$ cat config.mk
export PLATFORM = sky130hd
export DESIGN_NAME = mtmr_top
export DESIGN_NICKNAME = d
export VERILOG_FILES = /design/src/rtl/mtmr_pkg.sv /design/src/rtl/mtmr_decode.sv /design/src/rtl/mtmr_counter.sv /design/src/rtl/mtmr_cmp_bank.sv /design/src/rtl/mtmr_top.sv
export SDC_FILE = /design/constraint.sdc
export NUM_CORES = 1
export LEC_CHECK = 0
export BUFFER_PORTS_ARGS = -buffer_cell sky130_fd_sc_hd__buf_2
export CELL_PAD_IN_SITES_DETAIL_PLACEMENT = 0
export CELL_PAD_IN_SITES_GLOBAL_PLACEMENT = 1
export CORE_MARGIN = 2
export CORE_UTILIZATION = 48
export DETAILED_ROUTE_END_ITERATION = 12
export GPL_TIMING_DRIVEN = 0
export PLACE_DENSITY_LB_ADDON = 0.1
export SLEW_MARGIN = 10
export SYNTH_ARGS = -nofsm -noshare
export SYNTH_HDL_FRONTEND = slang
export SYNTH_SLANG_ARGS = --single-unit
$ cat constraint.sdc
create_clock -name clk_i -period 5.5 [get_ports clk_i]
set_input_delay 1.1 -clock clk_i [delete_from_list [all_inputs] [get_ports clk_i]]
set_output_delay 1.1 -clock clk_i [all_outputs]
set_load 0.01 [all_outputs]
$ cat src/rtl/mtmr_pkg.sv
`timescale 1ns/1ps
package mtmr_pkg;
  localparam int unsigned WORD_W = 32;
  localparam int unsigned REG_W  = 64;

  typedef logic [REG_W-1:0] reg64_t;

  // decoded view of one bus request
  typedef struct packed {
    logic sel_cmp;   // address falls in the deadline region
    logic sel_time;  // address falls in the counter slot
    logic at_lo;     // byte offset 0 within the slot
    logic at_hi;     // byte offset 4 within the slot
    logic we_lo;     // write updates bits 31:0
    logic we_hi;     // write updates bits 63:32
    logic rd;        // read of a decoded register
  } mtmr_acc_t;
endpackage

$ cat src/rtl/mtmr_decode.sv
`timescale 1ns/1ps
module mtmr_decode
  import mtmr_pkg::*;
#(
  parameter int unsigned ADDR_W    = 16,
  parameter int unsigned NUM_HARTS = 4,
  parameter int unsigned CMP_BASE  = 32'h0000_1000,
  parameter int unsigned TIME_BASE = 32'h0000_7FF8,
  parameter int unsigned SLOT_W    = 2
) (
  input  logic              valid_i,
  input  logic              write_i,
  input  logic              wide_i,
  input  logic [ADDR_W-1:0] addr_i,
  output mtmr_acc_t         acc_o,
  output logic [SLOT_W-1:0] slot_o
);
  localparam logic [31:0] CB      = CMP_BASE;
  localparam logic [31:0] TB      = TIME_BASE;
  localparam logic [31:0] CMP_END = CB + 32'(NUM_HARTS) * 32'd8;

  logic [31:0] addr_ext;
  logic        in_cmp;
  logic        in_time;
  logic        off_lo;
  logic        off_hi;
  logic        wr;

  always_comb begin
    addr_ext = 32'(addr_i);
    in_cmp   = (addr_ext >= CB) && (addr_ext < CMP_END);
    in_time  = (addr_ext[31:3] == TB[31:3]);
    off_lo   = (addr_ext[2:0] == 3'd0);
    off_hi   = (addr_ext[2:0] == 3'd4);
    wr       = valid_i & write_i & (in_cmp | in_time);
    // bases are 8-byte aligned, so the low three bits never borrow
    slot_o   = addr_ext[SLOT_W+2:3] - CB[SLOT_W+2:3];

    acc_o.sel_cmp  = in_cmp;
    acc_o.sel_time = in_time;
    acc_o.at_lo    = off_lo;
    acc_o.at_hi    = off_hi;
    acc_o.we_lo    = wr & off_lo;
    acc_o.we_hi    = wr & ((off_lo & wide_i) | (off_hi & ~wide_i));
    acc_o.rd       = valid_i & ~write_i & (in_cmp | in_time);
  end
endmodule

$ cat src/rtl/mtmr_counter.sv
`timescale 1ns/1ps
module mtmr_counter
  import mtmr_pkg::*;
(
  input  logic              clk_i,
  input  logic              rst_ni,
  input  logic              tick_i,
  input  logic              we_lo_i,
  input  logic              we_hi_i,
  input  logic [WORD_W-1:0] wlo_i,
  input  logic [WORD_W-1:0] whi_i,
  output reg64_t            time_q_o,
  output reg64_t            time_d_o
);
  reg64_t time_q;
  reg64_t time_d;
  logic   time_en;

  // software write has priority over the tick increment
  always_comb begin
    time_en = we_lo_i | we_hi_i | tick_i;
    if (we_lo_i || we_hi_i) begin
      time_d = { (we_hi_i ? whi_i : time_q[REG_W-1:WORD_W]),
                 (we_lo_i ? wlo_i : time_q[WORD_W-1:0]) };
    end else if (tick_i) begin
      time_d = time_q + reg64_t'(1);
    end else begin
      time_d = time_q;
    end
  end

  always_ff @(posedge clk_i or negedge rst_ni) begin
    if (!rst_ni) begin
      time_q <= '0;
    end else if (time_en) begin
      time_q <= time_d;
    end
  end

  assign time_q_o = time_q;
  assign time_d_o = time_d;
endmodule

$ cat src/rtl/mtmr_cmp_bank.sv
`timescale 1ns/1ps
module mtmr_cmp_bank
  import mtmr_pkg::*;
#(
  parameter int unsigned NUM_HARTS = 4,
  parameter int unsigned SLOT_W    = 2
) (
  input  logic                       clk_i,
  input  logic                       rst_ni,
  input  logic                       sel_i,
  input  logic [SLOT_W-1:0]          slot_i,
  input  logic                       we_lo_i,
  input  logic                       we_hi_i,
  input  logic [WORD_W-1:0]          wlo_i,
  input  logic [WORD_W-1:0]          whi_i,
  input  reg64_t                     time_d_i,
  output logic [NUM_HARTS*REG_W-1:0] cmp_flat_o,
  output logic [NUM_HARTS-1:0]       irq_o
);
  logic [NUM_HARTS-1:0] irq_d;
  logic [NUM_HARTS-1:0] irq_q;

  for (genvar i = 0; i < NUM_HARTS; i++) begin : g_slot
    reg64_t cmp_q;
    reg64_t cmp_d;
    logic   hit;
    logic   wl;
    logic   wh;

    always_comb begin
      hit   = sel_i & (slot_i == SLOT_W'(i));
      wl    = hit & we_lo_i;
      wh    = hit & we_hi_i;
      cmp_d = { (wh ? whi_i : cmp_q[REG_W-1:WORD_W]),
                (wl ? wlo_i : cmp_q[WORD_W-1:0]) };
      // compare against next-state values so a write acts in its own edge
      irq_d[i] = (cmp_d <= time_d_i);
    end

    always_ff @(posedge clk_i or negedge rst_ni) begin
      if (!rst_ni) begin
        cmp_q <= '1;
      end else if (wl || wh) begin
        cmp_q <= cmp_d;
      end
    end

    assign cmp_flat_o[i*REG_W +: REG_W] = cmp_q;
  end

  always_ff @(posedge clk_i or negedge rst_ni) begin
    if (!rst_ni) begin
      irq_q <= '0;
    end else begin
      irq_q <= irq_d;
    end
  end

  assign irq_o = irq_q;
endmodule

$ cat src/rtl/mtmr_top.sv
`timescale 1ns/1ps
module mtmr_top
  import mtmr_pkg::*;
#(
  parameter int unsigned ADDR_W    = 16,
  parameter int unsigned NUM_HARTS = 4,
  parameter int unsigned MAX_HARTS = 16,
  parameter int unsigned CMP_BASE  = 32'h0000_1000,
  parameter int unsigned TIME_BASE = 32'h0000_7FF8
) (
  input  logic                 clk_i,
  input  logic                 rst_ni,
  input  logic                 tick_i,
  input  logic                 bus_valid_i,
  input  logic                 bus_write_i,
  input  logic                 bus_wide_i,
  input  logic [ADDR_W-1:0]    bus_addr_i,
  input  logic [63:0]          bus_wdata_i,
  output logic [63:0]          bus_rdata_o,
  output logic [NUM_HARTS-1:0] irq_o
);
  localparam int unsigned SLOT_W = (NUM_HARTS > 1) ? $clog2(NUM_HARTS) : 1;

  if (NUM_HARTS > MAX_HARTS || NUM_HARTS == 0) begin : g_bad_cfg
    $error("mtmr_top: NUM_HARTS out of range");
  end

  mtmr_acc_t                  acc;
  logic [SLOT_W-1:0]          slot;
  logic [WORD_W-1:0]          wlo;
  logic [WORD_W-1:0]          whi;
  reg64_t                     time_q;
  reg64_t                     time_d;
  logic [NUM_HARTS*REG_W-1:0] cmp_flat;
  reg64_t                     rd_word;

  // a 32-bit high-word write carries its data in the low lane
  assign wlo = bus_wdata_i[WORD_W-1:0];
  assign whi = bus_wide_i ? bus_wdata_i[REG_W-1:WORD_W] : bus_wdata_i[WORD_W-1:0];

  mtmr_decode #(
    .ADDR_W   (ADDR_W),
    .NUM_HARTS(NUM_HARTS),
    .CMP_BASE (CMP_BASE),
    .TIME_BASE(TIME_BASE),
    .SLOT_W   (SLOT_W)
  ) u_dec (
    .valid_i(bus_valid_i),
    .write_i(bus_write_i),
    .wide_i (bus_wide_i),
    .addr_i (bus_addr_i),
    .acc_o  (acc),
    .slot_o (slot)
  );

  mtmr_counter u_cnt (
    .clk_i   (clk_i),
    .rst_ni  (rst_ni),
    .tick_i  (tick_i),
    .we_lo_i (acc.we_lo & acc.sel_time),
    .we_hi_i (acc.we_hi & acc.sel_time),
    .wlo_i   (wlo),
    .whi_i   (whi),
    .time_q_o(time_q),
    .time_d_o(time_d)
  );

  mtmr_cmp_bank #(
    .NUM_HARTS(NUM_HARTS),
    .SLOT_W   (SLOT_W)
  ) u_bank (
    .clk_i     (clk_i),
    .rst_ni    (rst_ni),
    .sel_i     (acc.sel_cmp),
    .slot_i    (slot),
    .we_lo_i   (acc.we_lo),
    .we_hi_i   (acc.we_hi),
    .wlo_i     (wlo),
    .whi_i     (whi),
    .time_d_i  (time_d),
    .cmp_flat_o(cmp_flat),
    .irq_o     (irq_o)
  );

  // combinational read path
  always_comb begin
    rd_word = '0;
    if (acc.sel_time) rd_word = time_q;
    for (int i = 0; i < NUM_HARTS; i++) begin
      if (acc.sel_cmp && slot == SLOT_W'(i)) rd_word = cmp_flat[i*REG_W +: REG_W];
    end
    bus_rdata_o = '0;
    if (acc.rd) begin
      if (acc.at_lo) begin
        bus_rdata_o = bus_wide_i ? rd_word : {32'h0, rd_word[WORD_W-1:0]};
      end else if (acc.at_hi) begin
        bus_rdata_o = {32'h0, rd_word[REG_W-1:WORD_W]};
      end
    end
  end
endmodule

==> results of run 1 <==
-- worst paths after layout --
| check | from | to | depth (start not counted) |
|---|---|---|---|
| min in group clk_i | u_bank.g_slot[3].cmp_q[0]$_DFFE_PN1P_ | u_bank.g_slot[3].cmp_q[0]$_DFFE_PN1P_ | 2 |
| hold reg to reg | u_bank.g_slot[3].cmp_q[0]$_DFFE_PN1P_ | u_bank.g_slot[3].cmp_q[0]$_DFFE_PN1P_ | 2 |
| setup reg to reg | u_cnt.time_q_o[1]$_DFFE_PN0P_ | u_bank.irq_o[1]$_DFF_PN0_ | 18 |
| hold / removal | rst_ni | u_bank.irq_o[1]$_DFF_PN0_ | 1 |
| max in group asynchronous | rst_ni | u_cnt.time_q_o[0]$_DFFE_PN0P_ | 4 |
| setup / recovery | bus_addr_i[15] | u_bank.irq_o[1]$_DFF_PN0_ | 16 |
-- final cells by class --
cell class	count	area, µm²
inverters	64	240
fillers	4652	22100
clock inverters	7	62.6
well taps	672	841
diodes	2	5.00
plain buffers	159	736
multi-input cells	2296	15600
repair buffers	162	913
flip-flops and latches	324	8430
clock buffers	70	1380
-- sequential cells by signal, summed over array words and instances (netlist names) --
signal               cells
u_cnt.time_q_o          64
u_bank.irq_o             4
u_bank.g_slot.cmp_q    256
-- synthesized netlist by cell type, types with 14 or more instances --
cell type / instances
mux2i_1: 82
nand4_1: 58
o21a_1: 17
o22ai_1: 23
xor2_1: 18
or2_2: 14
a211oi_1: 50
a21oi_1: 271
nor2_1: 251
xnor2_1: 17
clkbuf_1: 105
dfrtp_1: 68
dfstp_2: 256
buf_2: 23
a221oi_1: 19
nand3_1: 53
o21ai_0: 276
ha_1: 253
inv_1: 64
a21o_1: 31
and3_1: 32
buf_1: 25
nor3_1: 29
mux2_2: 184
a31oi_1: 14
nand2_1: 437
-- per-layer routing --
metal / vias to the layer above / wire [µm]
li1: 10800 / -
met1: 12100 / 47400
met5: - / 13
met3: 254 / 14200
met4: 2 / 4790
met2: 1639 / 44800
-- logic make-up (layout without fill, tap and decap cells) --
kind of cell | Yosys count | after routing | synth area share
multiplexers | 267 | 267 | 0.118
adder cells (fa/ha/maj) | 253 | 253 | 0.129
buffers and inverters | 225 | 462 | 0.0365
flip-flops | 324 | 324 | 0.343
AO/OA/AOI/OAI | 793 | 793 | 0.189
XOR/XNOR | 35 | 35 | 0.0125
AND/OR/NAND/NOR | 948 | 948 | 0.172
other | 0 | 2 | 0
-- metrics by stage --
| stage | instances | worst slack, ps | hold WS [ps] | cell area [µm²] |
|---|---|---|---|---|
| 2_1_floorplan | 2845 | 560 | 450 | 24600 |
| 3_3_place_gp | 3665 | -3090 | 463 | 26200 |
| 3_5_place_dp | 3670 | -1520 | 468 | 26300 |
| 4_1_cts | 3751 | 0.422 | 416 | 28000 |
| 5_1_grt | 3754 | -157 | 441 | 28200 |
| 6_report | 3756 | -90.0 | 424 | 28200 |
-- power groups by stage --
stage,registers (µW),logic (µW),clock network [µW]
global route,2470,817,3030
floorplan,2480,390,0
finish,2460,769,2930
CTS,2460,738,2930
global placement,2490,708,0
detailed placement,2500,728,0
-- what timing repair did --
item,4_1_cts,5_1_grt
gates resized for setup,67,74
endpoints found under the hold margin,0,0
hold buffers,0,0
setup buffers,6,3
pin swaps,4,4
endpoints found under the setup margin,54,24
==> metrics.md, run 1 <==
| Metric | Value |
|---|---|
| Seq cells post-synth | 324 |
| Internal | 4410 µW |
| Setup violations, final | 14 |
| Final WS setup | -90.0 ps |
| Synthesized area | 24600 µm² |
| Yosys top cell by area | dfstp_2 |
| Setup tns final | -672 ps |
| Critical path, cell by cell | buf_2 > nand4b_1 > nor4_4 > buf_4 > nand2_1 > clkbuf_2 > clkbuf_4 > a311o_2 > ha_1 > nand4_1 > nor3_4 > nand4_1 > or3_1 > or3_4 > or3_1 > o31ai_1 |
| Overall power | 6160 µW |
| Largest net degree at the start of global routing | 105 |
| Switching power | 1750 µW |
| Status | complete, but fails checks |
| IO Count | 154 |
| Worst rel slew slack | 0.0860 |
| CP Launch Type | primary input |
| Ys flop type | dfstp_2 |
| Root Buffer | clkbuf_16 |
| Fin. Hold Viols | 0 |
| Routed Antenna Nets | 0 |
| RSZ-0062 raised after global routing | true |
| Failing checks | setup timing |
| Syn Nets | 3184 |
| WP data required | 5990 ps |
| Final Net Count | 3388 |
| Row Count | 82 |
| Top Family by Delay on Critical Path | simple AND/OR/NAND/NOR gates |
| Initial Util | 0.488 |
| First-pass GRT wire length | 160000 µm |
| LEAKAGE | 0.0133 µW |
| GR peak layer | met1 |
| Final Routed Wirelength | 111000 µm |
| Final Slew Violations | 0 |
| Worst path slowest cell | a311o_2 |
| Routed WL per cell | 29.6 µm |
| Layout cell share with drive strength beyond 1 | 0.271 |
| Met1 GRT Util | 0.585 |
| Synth unique cells | 79 |
| Worst Skew | 19.9 ps |
| Period utilization | 1.02 |
| Clock network power share | 0.475 |
| Detailed placement HPWL | 86700 µm |
| Crit Path Category | in -> reg |
| Pwr per Cell Area | 218 nW/µm² |
| Synth top area cells | dfstp_2, ha_1, mux2_2, dfrtp_1, nand2_1 |
| Fmax | 179 MHz |
| Seq/Total Area, Yosys | 0.343 |
| Commonest non-fill, non-tap cell in the layout | nand2_1 |
| Vias in the first global route | 23700 |
| Clk pin slew, worst setup/hold paths | 60 ps |
| Yosys Warn Count | 0 |
| Post-layout minimum cycle time | 5590 ps |
| Worst slew pin tran | 1330 ps |
| Met3 Resource Use GR | 0.132 |
| Die footprint | 53100 µm² |
| Final Util | 0.561 |
| Critical Path Max Stage Delay | 510 ps |
| CTS sink cnt | 324 |
| Top cell type's share of synthesized area | 0.273 |
| Hold Crit Class | in -> async |
| Mapped Cells | 2845 |
| Fraction of registers with async set or reset after synthesis | 1.00 |
| H-tree depth | 2 |
| Iter 0 DRT Violations | 3407 |
| Die H | 230 µm |
| DRC | 0 |
| CP Max Fanout | 10 |
| Drt pass-1 iters | 9 |
| Vias per cell | 6.60 |
| GR Overflow Total | 0 |
| EDFF count, synth | 0 |
| Gp weighted congestion | 1.05 |
| Worst vdd ir | 0.000207 V |
| Commonest non-fill, non-tap cells in the layout | nand2_1, o21ai_0, a21oi_1 |
| DIE WIDTH | 230 µm |
| Via count | 24800 |
| Total track usage | 0.414 |
| TritonCTS Buffers | 42 |
| CTS tree | done |
| CP bufs+invs | 4 |
| Comb pwr share | 0.125 |
| Met2 usage in global routing | 0.581 |
| Area Overhead vs Synth | 14.9% |
| Initial antenna violation count | 1 |
| Core Area | 50400 µm² |
| Clock latency on the worst-skew pair | 590 ps |
| Sw Share | 0.284 |
| IO buf count | 148 |
| Reg2Reg Setup Slack | -20 ps |
| Crit end category | flop |
| Max-cap viol count | 0 |
| Seq pwr share | 0.400 |
| Avg Synthesized Cell Area | 8.65 µm² |
| Worst EP arrival | 6080 ps |
| Clock Path Buffers | 3 |
No activity file was read; power rests on OpenSTA's default activity.
==> run 2, diff against run 1 <==
Settings changed: ABC_AREA set to 1, CORE_UTILIZATION 48 to 47.
==> metrics.md, run 2 <==
| Metric | Value |
|---|---|
| Status | complete, but fails checks (unchanged) |
| Failing checks | capacitance limit, setup timing (was setup timing) |
| Die footprint | 54400 µm² (was 53100 µm²) |
| Layout cell share with drive strength beyond 1 | 0.178 (was 0.271) |
| Hold Crit Class | in -> async (unchanged) |
| H-tree depth | 2 (unchanged) |
| Worst slew pin tran | 1470 ps (was 1330 ps) |
| Worst rel slew slack | 0.0112 (was 0.0860) |
| Pwr per Cell Area | 225 nW/µm² (was 218 nW/µm²) |
| Worst setup startpoint | bus_addr_i[3] (was bus_addr_i[15]) |
| CP Max Fanout | 10 (unchanged) |
| Worst EP arrival | 4560 ps (was 6080 ps) |
| Detailed placement HPWL | 102000 µm (was 86700 µm) |
| Routed Antenna Nets | 0 (unchanged) |
| Post-cts hold buffer count | 0 (unchanged) |
| Clock latency on the worst-skew pair | 590 ps (about the same) |
| Max-cap viol count | 1 (was 0) |
| Critical path, cell by cell | buf_2 > clkbuf_2 > nand2_2 > clkbuf_2 > clkinv_2 > buf_2 > nand2_1 > nand2_1 > o21ai_0 > a21oi_1 > buf_2 (was buf_2 > nand4b_1 > nor4_4 > buf_4 > nand2_1 > clkbuf_2 > clkbuf_4 > a311o_2 > ha_1 > nand4_1 > nor3_4 > nand4_1 > or3_1 > or3_4 > or3_1 > o31ai_1) |
| GR Overflow Total | 0 (unchanged) |
| Initial antenna violation count | 3 (was 1) |
| Via count | 27200 (was 24800) |
| Setup violations, final | 6 (was 14) |
| Fmax | 177 MHz (was 179 MHz) |
| Synthesized area | 24700 µm² (was 24600 µm²) |
| CTS tree | done (unchanged) |
| Top Metal Used | met4 (was met5) |
| Number of flip-flops in the largest register | 256 (unchanged) |
| Seq cells post-synth | 324 (unchanged) |
| Top Family by Delay on Critical Path | buffers and inverters (was simple AND/OR/NAND/NOR gates) |
| Mapped Cells | 3236 (was 2845) |
| Die H | 233 µm (was 230 µm) |
| Vias in the first global route | 25800 (was 23700) |
| DRC | 0 (unchanged) |
| CTS sink cnt | 324 (unchanged) |
| Commonest cells in the synthesized netlist | nand2_1, a21oi_1, o21ai_0 (was nand2_1, o21ai_0, a21oi_1) |
| Yosys Warn Count | 0 (unchanged) |
| WP data required | 4400 ps (was 5990 ps) |
| Commonest non-fill, non-tap cells in the layout | nand2_1, a21oi_1, nor2_1 (was nand2_1, o21ai_0, a21oi_1) |
| Drt pass-1 iters | 6 (was 9) |
| CP Launch Type | primary input (unchanged) |
| Ys flop type | dfstp_2 (unchanged) |
| Area Overhead vs Synth | 13.8% (was 14.9%) |
| Core Area | 51600 µm² (was 50400 µm²) |
| Yosys top cell by area | dfstp_2 (unchanged) |
| Top cell type's share of synthesized area | 0.273 (about the same) |
| Fin. Hold Viols | 0 (unchanged) |
| LEAKAGE | 0.0129 µW (was 0.0133 µW) |
| Iter 0 DRT Violations | 3208 (was 3407) |
| Seq/Total Area, Yosys | 0.341 (was 0.343) |
| Final Net Count | 3783 (was 3388) |
| Resized cells post-CTS | 13 (was 67) |
| Worst path slowest cell | o21ai_0 (was a311o_2) |
| Final WS setup | -156 ps (was -90.0 ps) |
| Layout Cells excl Fill | 4160 (was 3756) |
| First-pass GRT wire length | 178000 µm (was 160000 µm) |
| Initial Util | 0.478 (was 0.488) |
| Total track usage | 0.464 (was 0.414) |
| Fraction of registers with async set or reset after synthesis | 1.00 (unchanged) |
| Postcts setup bufs | 0 (was 6) |
| Period utilization | 1.03 (was 1.02) |
| Row Count | 83 (was 82) |
| Metal2 WL | 54600 µm (was 44800 µm) |
| Fillcell total | 4973 (was 4652) |
| CP bufs+invs | 6 (was 4) |
| IO Count | 154 (unchanged) |
| Final Routed Wirelength | 127000 µm (was 111000 µm) |
| Vias per cell | 6.53 (was 6.60) |
| Clk pin slew, worst setup/hold paths | 60 ps (about the same) |
| Setup tns final | -391 ps (was -672 ps) |
| RSZ-0062 raised after global routing | false (was true) |
| Largest net degree at the start of global routing | 107 (was 105) |
| Clock Path Buffers | 3 (unchanged) |
| Worst vdd ir | 0.000219 V (was 0.000207 V) |
| Crit end category | output port (was flop) |
| DIE WIDTH | 233 µm (was 230 µm) |
| Final Slew Violations | 0 (unchanged) |
| FF-to-FF Start | u_cnt.time_q_o[17]$_DFFE_PN0P_ (was u_cnt.time_q_o[1]$_DFFE_PN0P_) |
| Count leader, synth | nand2_1 (unchanged) |
| Post-layout minimum cycle time | 5660 ps (was 5590 ps) |
| Gp weighted congestion | 1.16 (was 1.05) |
| Final Util | 0.544 (was 0.561) |
| Worst Skew | 29.2 ps (was 19.9 ps) |
| EDFF count, synth | 0 (unchanged) |
| Largest register by flop count | u_bank.g_slot.cmp_q (unchanged) |
| CP dominant cell by count | buf_2 |
| Syn Nets | 3575 (was 3184) |
| Root Buffer | clkbuf_16 (unchanged) |
| Critical Path Max Stage Delay | 970 ps (was 510 ps) |
| Crit Path Category | in -> out (was in -> reg) |
| TritonCTS Buffers | 42 (unchanged) |
| Routed WL per cell | 30.6 µm (was 29.6 µm) |
| Commonest non-fill, non-tap cell in the layout | nand2_1 (unchanged) |
| IO buf count | 149 (was 148) |
| Placed cell count | 4080 (was 3670) |
| Routed met1 length | 45000 µm (was 47400 µm) |
| Synth top area cells | dfstp_2, ha_1, a21oi_1, nand2_1, dfrtp_1 (was dfstp_2, ha_1, mux2_2, dfrtp_1, nand2_1) |
| Synth unique cells | 53 (was 79) |
| Avg Synthesized Cell Area | 7.63 µm² (was 8.65 µm²) |
| WL met3 | 13200 µm (was 14200 µm) |
==> run 2: cell type report <==
cell class / instances / area [µm²] / area share
multi-input cells: 2466 / 14700 / 0.523
inverters: 299 / 1130 / 0.0401
flip-flops and latches: 324 / 8430 / 0.300
diodes: 4 / 10.0 / 0.000357
clock inverters: 7 / 93.8 / 0.00334
clock buffers: 69 / 1340 / 0.0476
repair buffers: 164 / 937 / 0.0334
plain buffers: 147 / 601 / 0.0214
well taps: 680 / 851 / 0.0303
==> run 2: logic make-up (layout without fill, tap and decap cells) <==
group	after synthesis	in the layout	synth area share
buf+inv	446	686	0.0692
compound gates	1069	1069	0.250
simple gates	1098	1098	0.195
xor+xnor	46	46	0.0163
other cells	0	4	0
fa+ha+maj	253	253	0.128
flops	324	324	0.341
==> run 2: through the flow <==
step	hold WS (ps)	cell area, µm²	power (µW)	setup WS, ps
after floorplan	478	24700	2990	1520
after global placement	491	26300	3350	-2990
after detailed placement	501	26500	3390	-1020
after CTS	481	28000	6260	13.3
after global routing	518	28100	6460	6.79
final	480	28100	6310	-156
==> run 2: path summary, 6_finish.rpt <==
| path | cells past startpoint | slack (ps) | to |
|---|---|---|---|
| max | 11 | -160 | bus_rdata_o[10] |
| min | 1 | 480 | u_cnt.time_q_o[2]$_DFFE_PN0P_ |
| max reg2reg | 20 | 150 | u_bank.irq_o[1]$_DFF_PN0_ |
| min reg2reg | 2 | 510 | u_bank.g_slot[3].cmp_q[17]$_DFFE_PN1P_ |
| max in group asynchronous | 3 | 3660 | u_bank.g_slot[2].cmp_q[45]$_DFFE_PN1P_ |
| min in group clk_i | 2 | 510 | u_bank.g_slot[3].cmp_q[17]$_DFFE_PN1P_ |
==> run 2: power breakdown <==
group / leakage [µW] / internal, µW / switching, µW
Clock: 0.000696 / 1750 / 1160
Combinational: 0.00874 / 245 / 671
Sequential: 0.00342 / 2430 / 58.1
Total: 0.0129 / 4420 / 1890
==> run 2: routing by layer <==
metal	vias up	track usage
met4	0	0.448
met1	12900	0.531
li1	11900	-
met2	1796	0.702
met3	564	0.118
met5	-	0
